## src/rtl/chg_watch_pkg.sv

```systemverilog
package chg_watch_pkg;
  typedef enum logic [1:0] {
    ACT_IDLE = 2'd0,
    ACT_ARM  = 2'd1,
    ACT_HIT  = 2'd2
  } chg_act_e;
endpackage

```

## src/rtl/chg_sync.sv

```systemverilog
module chg_sync #(
  parameter int unsigned W      = 7,
  parameter int unsigned STAGES = 2
) (
  input  logic         clk_i,
  input  logic         rst_ni,
  input  logic [W-1:0] d_i,
  output logic [W-1:0] q_o
);
  logic [W-1:0] stg_q [STAGES];

  for (genvar g = 0; g < STAGES; g++) begin : g_stg
    if (g == 0) begin : g_first
      always_ff @(posedge clk_i or negedge rst_ni)
        if (!rst_ni) stg_q[g] <= '0;
        else         stg_q[g] <= d_i;
    end else begin : g_next
      always_ff @(posedge clk_i or negedge rst_ni)
        if (!rst_ni) stg_q[g] <= '0;
        else         stg_q[g] <= stg_q[g-1];
    end
  end

  assign q_o = stg_q[STAGES-1];
endmodule

```

## src/rtl/chg_mask_reg.sv

```systemverilog
module chg_mask_reg #(
  parameter int unsigned NPORT = 7
) (
  input  logic             clk_i,
  input  logic             rst_ni,
  input  logic             wr_i,
  input  logic [NPORT-1:0] wdata_i,
  output logic [NPORT-1:0] mask_o
);
  always_ff @(posedge clk_i or negedge rst_ni)
    if (!rst_ni)   mask_o <= '0;
    else if (wr_i) mask_o <= wdata_i;
endmodule

```

## src/rtl/chg_core.sv

```systemverilog
module chg_core import chg_watch_pkg::*; #(
  parameter int unsigned NPORT = 7
) (
  input  logic             clk_i,
  input  logic             rst_ni,
  input  logic [NPORT-1:0] pins_i,
  input  logic [NPORT-1:0] mask_i,
  input  logic             arm_i,
  input  logic             disarm_i,
  input  logic             clr_i,
  output logic             status_o,
  output logic             armed_o,
  output logic             hit_o
);
  logic [NPORT-1:0] snap_q;
  logic             armed_q, status_q;
  chg_act_e         act;

  assign hit_o = armed_q && |((pins_i ^ snap_q) & mask_i);

  // arm beats detection, detection beats disarm/clear
  always_comb begin
    if (arm_i)      act = ACT_ARM;
    else if (hit_o) act = ACT_HIT;
    else            act = ACT_IDLE;
  end

  always_ff @(posedge clk_i or negedge rst_ni) begin
    if (!rst_ni) begin
      snap_q   <= '0;
      armed_q  <= 1'b0;
      status_q <= 1'b0;
    end else begin
      case (act)
        ACT_ARM: begin
          snap_q   <= pins_i;
          armed_q  <= 1'b1;
          status_q <= 1'b0;
        end
        ACT_HIT: begin
          status_q <= 1'b1;
          armed_q  <= 1'b0;  // one event per arming
        end
        default: begin
          if (disarm_i) armed_q  <= 1'b0;
          if (clr_i)    status_q <= 1'b0;
        end
      endcase
    end
  end

  assign status_o = status_q;
  assign armed_o  = armed_q;
endmodule

```

## src/rtl/chg_watch.sv

```systemverilog
module chg_watch #(
  parameter  int unsigned NPORT       = 7,
  parameter  int unsigned SYNC_STAGES = 2,
  localparam int unsigned RW          = NPORT + 1
) (
  input  logic             clk_i,
  input  logic             rst_ni,
  input  logic [NPORT-1:0] port_i,
  input  logic             cfg_wr_i,
  input  logic             cfg_m_i,
  input  logic             msk_wr_i,
  input  logic             msk_rd_i,
  input  logic [RW-1:0]    msk_wdata_i,
  output logic [RW-1:0]    msk_rdata_o,
  output logic             status_o,
  input  logic             p31_out_en_i,
  input  logic             p31_latch_i,
  output logic             p31_o
);
  logic [NPORT-1:0] pins_s, mask;
  logic             arm, disarm, msk_acc, armed, hit, status;

  assign arm     = cfg_wr_i & cfg_m_i;
  assign disarm  = cfg_wr_i & ~cfg_m_i;
  assign msk_acc = msk_wr_i | msk_rd_i;

  chg_sync #(.W(NPORT), .STAGES(SYNC_STAGES)) u_sync (
    .clk_i (clk_i),
    .rst_ni(rst_ni),
    .d_i   (port_i),
    .q_o   (pins_s)
  );

  chg_mask_reg #(.NPORT(NPORT)) u_mask (
    .clk_i  (clk_i),
    .rst_ni (rst_ni),
    .wr_i   (msk_wr_i),
    .wdata_i(msk_wdata_i[NPORT-1:0]),
    .mask_o (mask)
  );

  chg_core #(.NPORT(NPORT)) u_core (
    .clk_i   (clk_i),
    .rst_ni  (rst_ni),
    .pins_i  (pins_s),
    .mask_i  (mask),
    .arm_i   (arm),
    .disarm_i(disarm),
    .clr_i   (msk_acc),
    .status_o(status),
    .armed_o (armed),
    .hit_o   (hit)
  );

  assign msk_rdata_o = {status, mask};
  assign status_o    = status;
  assign p31_o       = p31_out_en_i ? status : p31_latch_i;
endmodule

```

## config.mk

```make
export PLATFORM = sky130hd
export DESIGN_NAME = chg_watch
export DESIGN_NICKNAME = d
export VERILOG_FILES = /design/src/rtl/chg_watch_pkg.sv /design/src/rtl/chg_sync.sv /design/src/rtl/chg_mask_reg.sv /design/src/rtl/chg_core.sv /design/src/rtl/chg_watch.sv
export SDC_FILE = /design/constraint.sdc
export NUM_CORES = 1
export LEC_CHECK = 0
export BUFFER_PORTS_ARGS = -buffer_cell sky130_fd_sc_hd__buf_4
export CORE_AREA = 4 4 52 54
export CTS_CLUSTER_SIZE = 14
export DETAILED_ROUTE_END_ITERATION = 8
export DIE_AREA = 0 0 56 58
export PLACE_DENSITY = 0.8
export SLEW_MARGIN = 20
export SYNTH_ARGS = -nofsm -noshare
export SYNTH_HDL_FRONTEND = slang
export SYNTH_HIERARCHICAL = 1
export SYNTH_SLANG_ARGS = --single-unit
```

## constraint.sdc

```tcl
create_clock -name clk_i -period 4.1 [get_ports clk_i]
set_clock_uncertainty 0.15 [all_clocks]
set_input_delay 0.615 -clock clk_i [delete_from_list [all_inputs] [get_ports clk_i]]
set_output_delay 0.615 -clock clk_i [all_outputs]
set_load 0.02 [all_outputs]
```

# Yosys cells after proc, flatten, opt, wreduce, memory -nomap -nowiden
# Cells that the tools add are included.
dict set report word_totals {
  output_inout_bits 10
  word_cells 25
  in_bits 23
  register_bits 30
}
dict set report classes {
  n_eq_ne 2
  n_bitwise 6
  mux 7
  n_reduce_logical 4
}
# cell n
set ops {}
lappend ops {{$and 7x7->7} 1}
lappend ops {{$reduce_or 7->1} 1}
lappend ops {{$xor 7x7->7} 1}
lappend ops {{$reduce_bool 3->1} 2}
lappend ops {{$mux 2} 2}
lappend ops {{$pmux 1 s2} 2}
lappend ops {{$mux 1} 3}
lappend ops {{$and 1x1->1} 2}
lappend ops {{$eq 2x1->1 const B} 1}
lappend ops {{$eq 2x2->1 const B} 1}
lappend ops {{$logic_and 1x1->1} 1}
lappend ops {{$not 1->1} 1}
lappend ops {{$or 1x1->1} 1}

# Logic depth before layout (Yosys ltp)
# Gate-level depths: netlist of run 1.
dict set report logic_depth {
  ltp_word 8
  depth_mapped 5
  ltp_nobuf 4
}

# Cells and area by module
# The synthesis of run 1 kept the hierarchy.
# mod cells_per_inst instances area_per_inst_um2
set modules_own_cells {}
lappend modules_own_cells {chg_core 34 1 442.9}
lappend modules_own_cells {chg_sync 21 1 402.9}
lappend modules_own_cells {chg_mask_reg 15 1 291.5}
lappend modules_own_cells {chg_watch 5 1 41.3}

# Worst setup path after synthesis of run 1
# No wires, ideal clock.
dict set report synth_timing {
  path_type {in2out}
  from {in p31_out_en_i}
  to {out p31_o}
  path_buffers 0
  arrival_time_ps 930
  setup_slack_ps 2405
  stages 1
  required_time_ps 3335
  path_cell_list {mux2_4}
}
dict set report synth_via {
  elab_chain_len 1
}
# element line
set synth_lines {}
lappend synth_lines {{from (decl)} chg_watch.sv:16} ;# input logic p31_out_en_i,
lappend synth_lines {{$mux 1} chg_watch.sv:57} ;# assign p31_o = p31_out_en_i ? status : p31_latch_i;
lappend synth_lines {{to (decl)} chg_watch.sv:18} ;# output logic p31_o
# No other way between the ends.

# Final worst setup path of run 1
# Ends and elaborated chain as after synthesis.

==> impl_metrics.py, run 1 <==
metrics = {
    "outcome": {
        "status": "finished, final reports clean",
    },
    "pwr": {
        "p_leak_nw": 0.693,
        "max-vdd-ir-drop_mv": 0.245,
        "p_per_area_mw_per_mm2": 430,
        "p_int_mw": 0.463,
        "power_frac_clock_pct": 28.3,
        "seq_power_share_pct": 55.4,
        "finalPower_mw": 0.613,
        "comb_power_share_pct": 16.4,
        "switching_share_pct": 24.4,
        "switching_power_mw": 0.149,
    },
    "clocking": {
        "htree_levels": 2,
        "clk_latency_ps": 310,
        "root_buffer": "clkbuf_4",
        "cts_sinks": 30,
        "clk_pin_slew_worst_paths_ps": 90,
        "cts_buffer_depth": 2,
        "cts_tree": "yes",
        "post_cts_buffers": 0,
        "ctsResizeCount": 0,
        "postCtsHoldBufs": 0,
        "cts_buffers": 5,
    },
    "timing": {
        "tightest_slew_ps": 389,
        "setup_ws_ps": 2170,
        "slew-limit-headroom_pct": 74.1,
        "finalSetupTns_ps": 0,
        "hold_viol": 0,
        "setup_viol": 0,
        "finalWorstPathRequiredPeriod_ps": 1930,
        "fmax_mhz": 517,
        "fin_crit_sh_pct": 47.2,
        "slew_viol_final": 0,
        "rsz0062_at_grt": "no",
    },
    "placement": {
        "io_buffers": 31,
        "dp_slack_ps": 2170,
        "place_congestion": 0.724,
    },
    "setup_path": {
        "crit_type": "input pin to output pin",
        "slowest_stage": "mux2_4",
        "cp_max_fo": 1,
        "startpoint_type": "input pin",
        "slowest_delay_ps": 280,
        "arrival_ps": 1170,
        "cp_common_cell": "buf_4",
        "path_cells": "buf_4 > mux2_4 > buf_4",
        "crit_required_ps": 3340,
        "worstSetupEndpointType": "output pin",
    },
    "layout": {
        "syn2layout_area_growth_pct": 21.6,
        "drive_gt1_share_pct": 52.4,
        "fin_nets": 125,
        "nFillCells": 180,
        "post-route-util_pct": 64.4,
        "n_antenna_cell": 0,
    },
    "route": {
        "ant_nets": 0,
        "drc": 0,
        "drt_first_pass_iters": 4,
        "drt-total-wl_mm": 1.74,
        "drt_first_iter_violations": 12,
        "routedWlPerCell_um": 13.3,
        "num_vias": 636,
        "viasPerCell": 4.85,
    },
    "synthesis": {
        "ys_warn_count": 6,
        "synthCells": 74,
        "netlist_area_mm2": 0.00117,
        "synth.avg_cell_area_um2": 15.8,
        "synthesis.nets": 97,
    },
    "global_routing": {
        "grt_max_degree": 31,
        "grt_overflow": 0,
        "antenna_found_initial": 0,
        "track_usage_pct": 12.8,
        "grt_pass1_vias": 707,
        "grt_pass1_wl_mm": 3.06,
    },
    "die": {
        "die_y_um": 58,
        "row_count": 17,
        "placeableCoreArea_mm2": 0.00221,
        "die_w_um": 56,
        "initial_core_util_pct": 53.0,
        "die_area_mm2": 0.00325,
        "pin_count": 33,
    },
    "run": {
        "cap_violations": 0,
    },
    "min_path": {
        "hold_class": "input pin to asynchronous set/reset pin",
    },
}
-- power groups by stage --
| stage | Combinational, mW | Sequential [mW] | Clock, mW |
|---|---|---|---|
| 2_1_floorplan | 0.0563 | 0.351 | 0 |
| 3_3_place_gp | 0.0999 | 0.344 | 0 |
| 3_5_place_dp | 0.102 | 0.345 | 0 |
| 4_1_cts | 0.102 | 0.339 | 0.180 |
| 5_1_grt | 0.109 | 0.343 | 0.201 |
| 6_report | 0.100 | 0.339 | 0.173 |
-- flip-flops by register name, summed over array words and instances, names as in the netlist --
| signal | count |
|---|---|
| u_core/snap_q | 7 |
| u_mask/mask_o | 7 |
| u_sync/q_o | 7 |
| u_sync/stg_q | 7 |
| u_core/armed_o | 1 |
| u_core/status_o | 1 |
-- through the flow --
stage / instances / area (um2) / hold slack (ps)
2_1_floorplan: 74 / 1170 / 169
3_3_place_gp: 123 / 1370 / 182
3_5_place_dp: 123 / 1370 / 185
4_1_cts: 131 / 1430 / 54.1
5_1_grt: 131 / 1430 / 54.0
6_report: 131 / 1430 / 51.9
-- area by class of cell --
class | count | area, um2 | share of cell area [%]
Sequential cell | 30 | 751 | 52.7
Multi-Input combinational cell | 34 | 347 | 24.3
Timing Repair Buffer | 31 | 233 | 16.3
Clock buffer | 7 | 55.1 | 3.86
Tap cell | 28 | 35.0 | 2.46
Clock inverter | 1 | 5.00 | 0.351
-- final timing paths --
kind	from	cells past startpoint	slack (ps)	to
min reg2reg	u_sync/stg_q[8]$_DFF_PN0_	0	200	u_sync/q_o[1]$_DFF_PN0_
max in group asynchronous	rst_ni	1	3480	u_sync/stg_q[12]$_DFF_PN0_
min	rst_ni	1	50	u_sync/stg_q[9]$_DFF_PN0_
max	p31_out_en_i	3	2170	p31_o
min in group clk_i	u_sync/stg_q[8]$_DFF_PN0_	0	200	u_sync/q_o[1]$_DFF_PN0_
max reg2reg	u_core/snap_q[2]$_DFFE_PN0N_	4	2570	u_core/status_o$_DFFE_PN0P_
-- cells in the final DEF, fill, tap and decap left out, drive strengths merged, types with 2 or more instances in the layout --
master	instances
dfrtp	30
o21bai	2
clkbuf	7
xor2	7
buf	31
mux2	15
nor2b	2
a22oi	2
-- critical path, delay by kind of cell --
kind / cells / cell delay [ps]
muxes: 1 / 280
buffers and inverters: 2 / 270
-- metal layers --
layer / routed length (um) / global-route usage, % / vias up / part of all wire, %
li1: - / - / 295 / -
met4: 14 / 6.10 / 0 / 0.80
met3: 165 / 7.57 / 2 / 9.5
met2: 818 / 19.9 / 29 / 47
met5: 0 / 0 / - / 0
met1: 744 / 14.0 / 310 / 43
No activity file was read; power rests on OpenSTA's default activity.
==> run 2: changes to the inputs <==
- CORE_AREA: 4 4 52 54 -> 4 4 57 59
- DIE_AREA: 0 0 56 58 -> 0 0 61 63
- PLACE_DENSITY: 0.8 -> 0.7
- clock period: 4.1 -> 1.68 ns (I/O delays scaled with it)
==> run 2 against run 1 <==
Net effect: worst hold slack better by 120 ps; utilization down 6.2 points; die area up 18%; highest routed layer is now met3.
==> impl_metrics.py, run 2 (same netlist as run 1, synthesis figures left out) <==
metrics = {
    "outcome": {
        "status": "finished, final reports clean",
    },
    "layout": {
        "syn2layout_area_growth_pct": 34.7,
        "final_cells": 149,
        "post-route-util_pct": 58.3,
        "drive_gt1_share_pct": 45.8,
        "final_cell_mix": "31 x buf_4, 30 x dfrtp_1, 15 x dlygate4sd3_1, 8 x mux2_4",
        "final_common_cell": "buf_4",
        "nFillCells": 227,
        "fin_nets": 140,
        "n_antenna_cell": 0,
    },
    "setup_path": {
        "slowest_stage": "dfrtp_1",
        "crit_required_ps": 1280,
        "path_cells": "mux2_4 > buf_4",
        "startpoint_type": "flip-flop",
        "arrival_ps": 1140,
        "cp.buffers_inverters": 1,
        "crit_family": "flip-flops",
        "cp_max_fo": 4,
        "slowest_delay_ps": 410,
        "crit_type": "flip-flop to output pin",
        "worstSetupEndpointType": "output pin",
    },
    "timing": {
        "slew-limit-headroom_pct": 73.6,
        "setup_viol": 0,
        "tightest_slew_ps": 396,
        "finalSetupTns_ps": 0,
        "hold_viol": 0,
        "fin_crit_sh_pct": 91.7,
        "fmax_mhz": 649,
        "slew_viol_final": 0,
        "rsz0062_at_grt": "no",
        "finalWorstPathRequiredPeriod_ps": 1540,
    },
    "clocking": {
        "clk_latency_ps": 310,
        "htree_levels": 2,
        "cts_buffer_depth": 2,
        "cts_tree": "yes",
        "ctsResizeCount": 0,
        "cts_sinks": 30,
        "clk_pin_slew_worst_paths_ps": 80,
        "post_cts_buffers": 0,
        "root_buffer": "clkbuf_4",
        "cts_buffers": 5,
    },
    "route": {
        "drc": 0,
        "met3WireLength_um": 153,
        "drt-total-wl_mm": 1.97,
        "wl_met1_um": 810,
        "ant_nets": 0,
        "dr_wl_met2_mm": 1.00,
        "viasPerCell": 4.67,
        "drt_first_pass_iters": 5,
        "routedWlPerCell_um": 13.2,
        "drt_first_iter_violations": 11,
        "num_vias": 696,
        "maxUsedRoutingLayer": "met3",
    },
    "global_routing": {
        "grt_pass1_wl_mm": 3.26,
        "grt_pass1_vias": 713,
        "track_usage_pct": 12.0,
        "antenna_found_initial": 0,
        "grt_overflow": 0,
        "grt_max_degree": 31,
    },
    "min_path": {
        "hold_class": "input pin to flip-flop",
    },
    "run": {
        "cap_violations": 0,
    },
    "placement": {
        "place_inst": 126,
        "io_buffers": 31,
        "place_congestion": 0.642,
    },
    "pwr": {
        "p_leak_nw": 0.756,
        "max-vdd-ir-drop_mv": 0.719,
        "p_per_area_mw_per_mm2": 969,
        "finalPower_mw": 1.53,
    },
    "die": {
        "initial_core_util_pct": 43.3,
        "pin_count": 33,
        "placeableCoreArea_mm2": 0.00271,
        "die_w_um": 61,
        "row_count": 19,
        "die_area_mm2": 0.00384,
        "die_y_um": 63,
    },
}
[run 2: cell count changes in the layout (fill, tap and decap cells not counted)]
| cell | delta |
|---|---|
| dlygate4sd3_1 | +15 |
[run 2: metal layers]
layer	track usage [%]	vias up
li1	-	329
met1	14.5	342
met2	17.9	25
met3	6.40	0
met4	4.07	0
met5	0	-
[run 2: metrics by stage]
step	hold slack [ps]	setup slack [ps]	area, um2
6_report	171	139	1580
5_1_grt	143	67.9	1580
4_1_cts	2.40	118	1540
3_5_place_dp	46.7	182	1370
3_3_place_gp	41.3	214	1370
2_1_floorplan	-194	205	1170
[run 2: final cells by class]
class                           instances  area [um2]  share of cell area (%)
Timing Repair Buffer                   46         383                    24.2
Tap cell                               31        38.8                    2.46
Clock inverter                          1        5.00                   0.317
Clock buffer                            7        55.1                    3.49
Multi-Input combinational cell         34         347                    21.9
Sequential cell                        30         751                    47.5
[run 2: path summary, 6_finish.rpt]
path | slack, ps | start | to | depth (start not counted)
worst max-delay path | 140 | u_core/status_o$_DFFE_PN0P_ | p31_o | 2
worst min-delay path | 170 | msk_wr_i | u_mask/mask_o[3]$_DFFE_PN0P_ | 2
worst max register to register | 180 | u_core/snap_q[2]$_DFFE_PN0N_ | u_core/status_o$_DFFE_PN0P_ | 4
worst min register to register | 200 | u_sync/stg_q[10]$_DFF_PN0_ | u_sync/q_o[3]$_DFF_PN0_ | 0
max in group asynchronous | 880 | rst_ni | u_sync/stg_q[10]$_DFF_PN0_ | 2
min in group asynchronous | 230 | rst_ni | u_sync/stg_q[11]$_DFF_PN0_ | 2
[run 2: what timing repair did]
action	CTS	global route
endpoints found under the setup margin	0	0
endpoints found under the hold margin	40	4
hold buffers	11	4
[run 2: report_power, final]
group	leakage (nW)	internal (mW)	switching, mW
registers	0.353	0.786	0.0431
clock network	0.0353	0.203	0.225
logic	0.367	0.165	0.108
==> run 3: changes to the inputs <==
- ABC_AREA: unset -> 1
- PLACE_DENSITY: 0.7 -> 0.72
==> run 3 against run 2 <==
Net effect: clock power is 2% higher; critical path type unchanged; worst hold slack worse by 99 ps; highest routed layer is now met4; utilization grew 1.4 points; total power shrank 1.6%; synthesized area rose by 3.3%; sequential share of layout area fell by 1.1 points; worst setup slack improved by 150 ps; flip-flop and latch count is the same; largest power group unchanged; register-to-register slack improved by 300 ps; cell count increased by 40%; count of clock-buffer cells in the layout is the same; largest cell class unchanged.
==> impl_metrics.py, run 3 <==
metrics = {
    "die": {
        "initial_core_util_pct": 44.7,
        "die_w_um": 61,
        "die_y_um": 63,
        "row_count": 19,
        "die_area_mm2": 0.00384,
        "pin_count": 33,
        "placeableCoreArea_mm2": 0.00271,
    },
    "pwr": {
        "p_per_area_mw_per_mm2": 931,
        "switching_power_mw": 0.401,
        "switching_share_pct": 26.6,
        "comb_power_share_pct": 16.8,
        "p_int_mw": 1.10,
        "max-vdd-ir-drop_mv": 0.727,
        "seq_power_share_pct": 54.3,
        "finalPower_mw": 1.50,
        "power_frac_clock_pct": 28.9,
        "p_leak_nw": 0.875,
    },
    "timing": {
        "rsz0062_at_grt": "no",
        "finalWorstPathRequiredPeriod_ps": 1390,
        "hold_viol": 0,
        "finalSetupTns_ps": 0,
        "tightest_slew_ps": 418,
        "fin_crit_sh_pct": 82.8,
        "slew-limit-headroom_pct": 72.1,
        "slew_viol_final": 0,
        "setup_viol": 0,
        "whs_ps": 72.4,
        "fmax_mhz": 719,
    },
    "synthesis": {
        "ys_warn_count": 6,
        "synth.avg_cell_area_um2": 9.04,
        "netlist_area_mm2": 0.00121,
        "synthesis.nets": 157,
        "synthCells": 134,
    },
    "layout": {
        "drive_gt1_share_pct": 24.2,
        "final_cell_mix": "53 x nand2_1, 31 x buf_4, 30 x dfrtp_1, 18 x inv_1, 15 x dlygate4sd3_1",
        "fin_area_mm2": 0.00162,
        "final_common_cell": "nand2_1",
        "fin_nets": 200,
        "n_antenna_cell": 0,
        "syn2layout_area_growth_pct": 33.5,
    },
    "route": {
        "num_vias": 924,
        "met3WireLength_um": 154,
        "drt-total-wl_mm": 2.36,
        "maxUsedRoutingLayer": "met4",
        "dr_wl_met2_mm": 1.19,
        "ant_nets": 0,
        "drc": 0,
        "drt_first_pass_iters": 4,
        "wl_met1_um": 968,
        "drt_first_iter_violations": 22,
        "viasPerCell": 4.42,
        "routedWlPerCell_um": 11.3,
    },
    "setup_path": {
        "crit_family": "flip-flops",
        "slowest_stage": "dfrtp_1",
        "startpoint_type": "flip-flop",
        "cp_common_cell": "nand2_1",
        "slowest_delay_ps": 410,
        "arrival_ps": 990,
        "path_cells": "nand2_1 > nand2_1 > buf_4",
        "crit_type": "flip-flop to output pin",
        "crit_required_ps": 1280,
        "worstSetupEndpointType": "output pin",
        "cp.buffers_inverters": 1,
        "cp_max_fo": 4,
    },
    "global_routing": {
        "grt_pass1_wl_mm": 4.02,
        "track_usage_pct": 14.7,
        "antenna_found_initial": 0,
        "grt_pass1_vias": 956,
        "grt_overflow": 0,
        "grt_max_degree": 31,
    },
    "clocking": {
        "cts_buffers": 5,
        "clk_latency_ps": 320,
        "post_cts_buffers": 0,
        "cts_tree": "yes",
        "clk_pin_slew_worst_paths_ps": 90,
        "root_buffer": "clkbuf_4",
        "htree_levels": 2,
        "cts_buffer_depth": 2,
        "cts_sinks": 30,
    },
    "placement": {
        "dpl_cell_area_mm2": 0.00141,
        "io_buffers": 31,
        "place_congestion": 0.730,
        "hpwl_mm": 1.55,
    },
    "min_path": {
        "hold_class": "input pin to flip-flop",
    },
    "outcome": {
        "status": "finished, final reports clean",
    },
    "run": {
        "cap_violations": 0,
    },
}
==> run 3: timing repair <==
action | 4_1_cts | 5_1_grt
resized for setup | 0 | 0
hold endpoints to repair | 44 | 0
hold buffers | 15 | 0
==> run 3: final cells by class <==
type                    instances  area [um2]
clock inverters                 1        5.00
fillers                       256        1090
flip-flops and latches         30         751
clock buffers                   7        55.1
repair buffers                 46         383
well taps                      31        38.8
multi-input cells              75         313
inverters                      19        71.3
==> run 3: stage by stage <==
| step | std cells | utilization, % | worst slack (ps) |
|---|---|---|---|
| after detailed placement | 186 | 51.9 | 468 |
| after CTS | 209 | 59.6 | 265 |
| after floorplan | 134 | - | 499 |
| final | 209 | 59.6 | 288 |
| after global routing | 209 | 59.6 | 207 |
| after global placement | 186 | 51.9 | 512 |
==> run 3: power groups by stage <==
stage                     logic, mW  registers (mW)  clock network, mW
final                         0.252           0.817              0.435
after global routing          0.287           0.827              0.491
after CTS                     0.256           0.818              0.459
after detailed placement      0.227           0.832                  0
after global placement        0.220           0.827                  0
after floorplan               0.120           0.842                  0
==> run 3: metal layers <==
layer	vias to the layer above	global-route usage, %
met3	5	6.20
met1	418	16.4
li1	475	-
met2	26	24.1
met5	-	0
met4	0	5.69
==> run 3: worst min-delay path: cells and delay by family <==
family | cells | cell delay [ps]
buf+inv | 1 | 150
simple gates | 2 | 100
==> run 3: path summary, 6_finish.rpt <==
check,start,cells after the start,end,slack (ps)
setup / recovery,u_core/status_o$_DFFE_PN0P_,3,p31_o,290
hold / removal,msk_wr_i,3,u_mask/mask_o[0]$_DFFE_PN0P_,70
setup reg to reg,u_sync/q_o[5]$_DFF_PN0_,8,u_core/status_o$_DFFE_PN0P_,480
hold reg to reg,u_sync/stg_q[7]$_DFF_PN0_,0,u_sync/q_o[0]$_DFF_PN0_,200
max in group asynchronous,rst_ni,2,u_core/snap_q[1]$_DFFE_PN0N_,850
min in group asynchronous,rst_ni,2,u_core/snap_q[6]$_DFFE_PN0N_,260
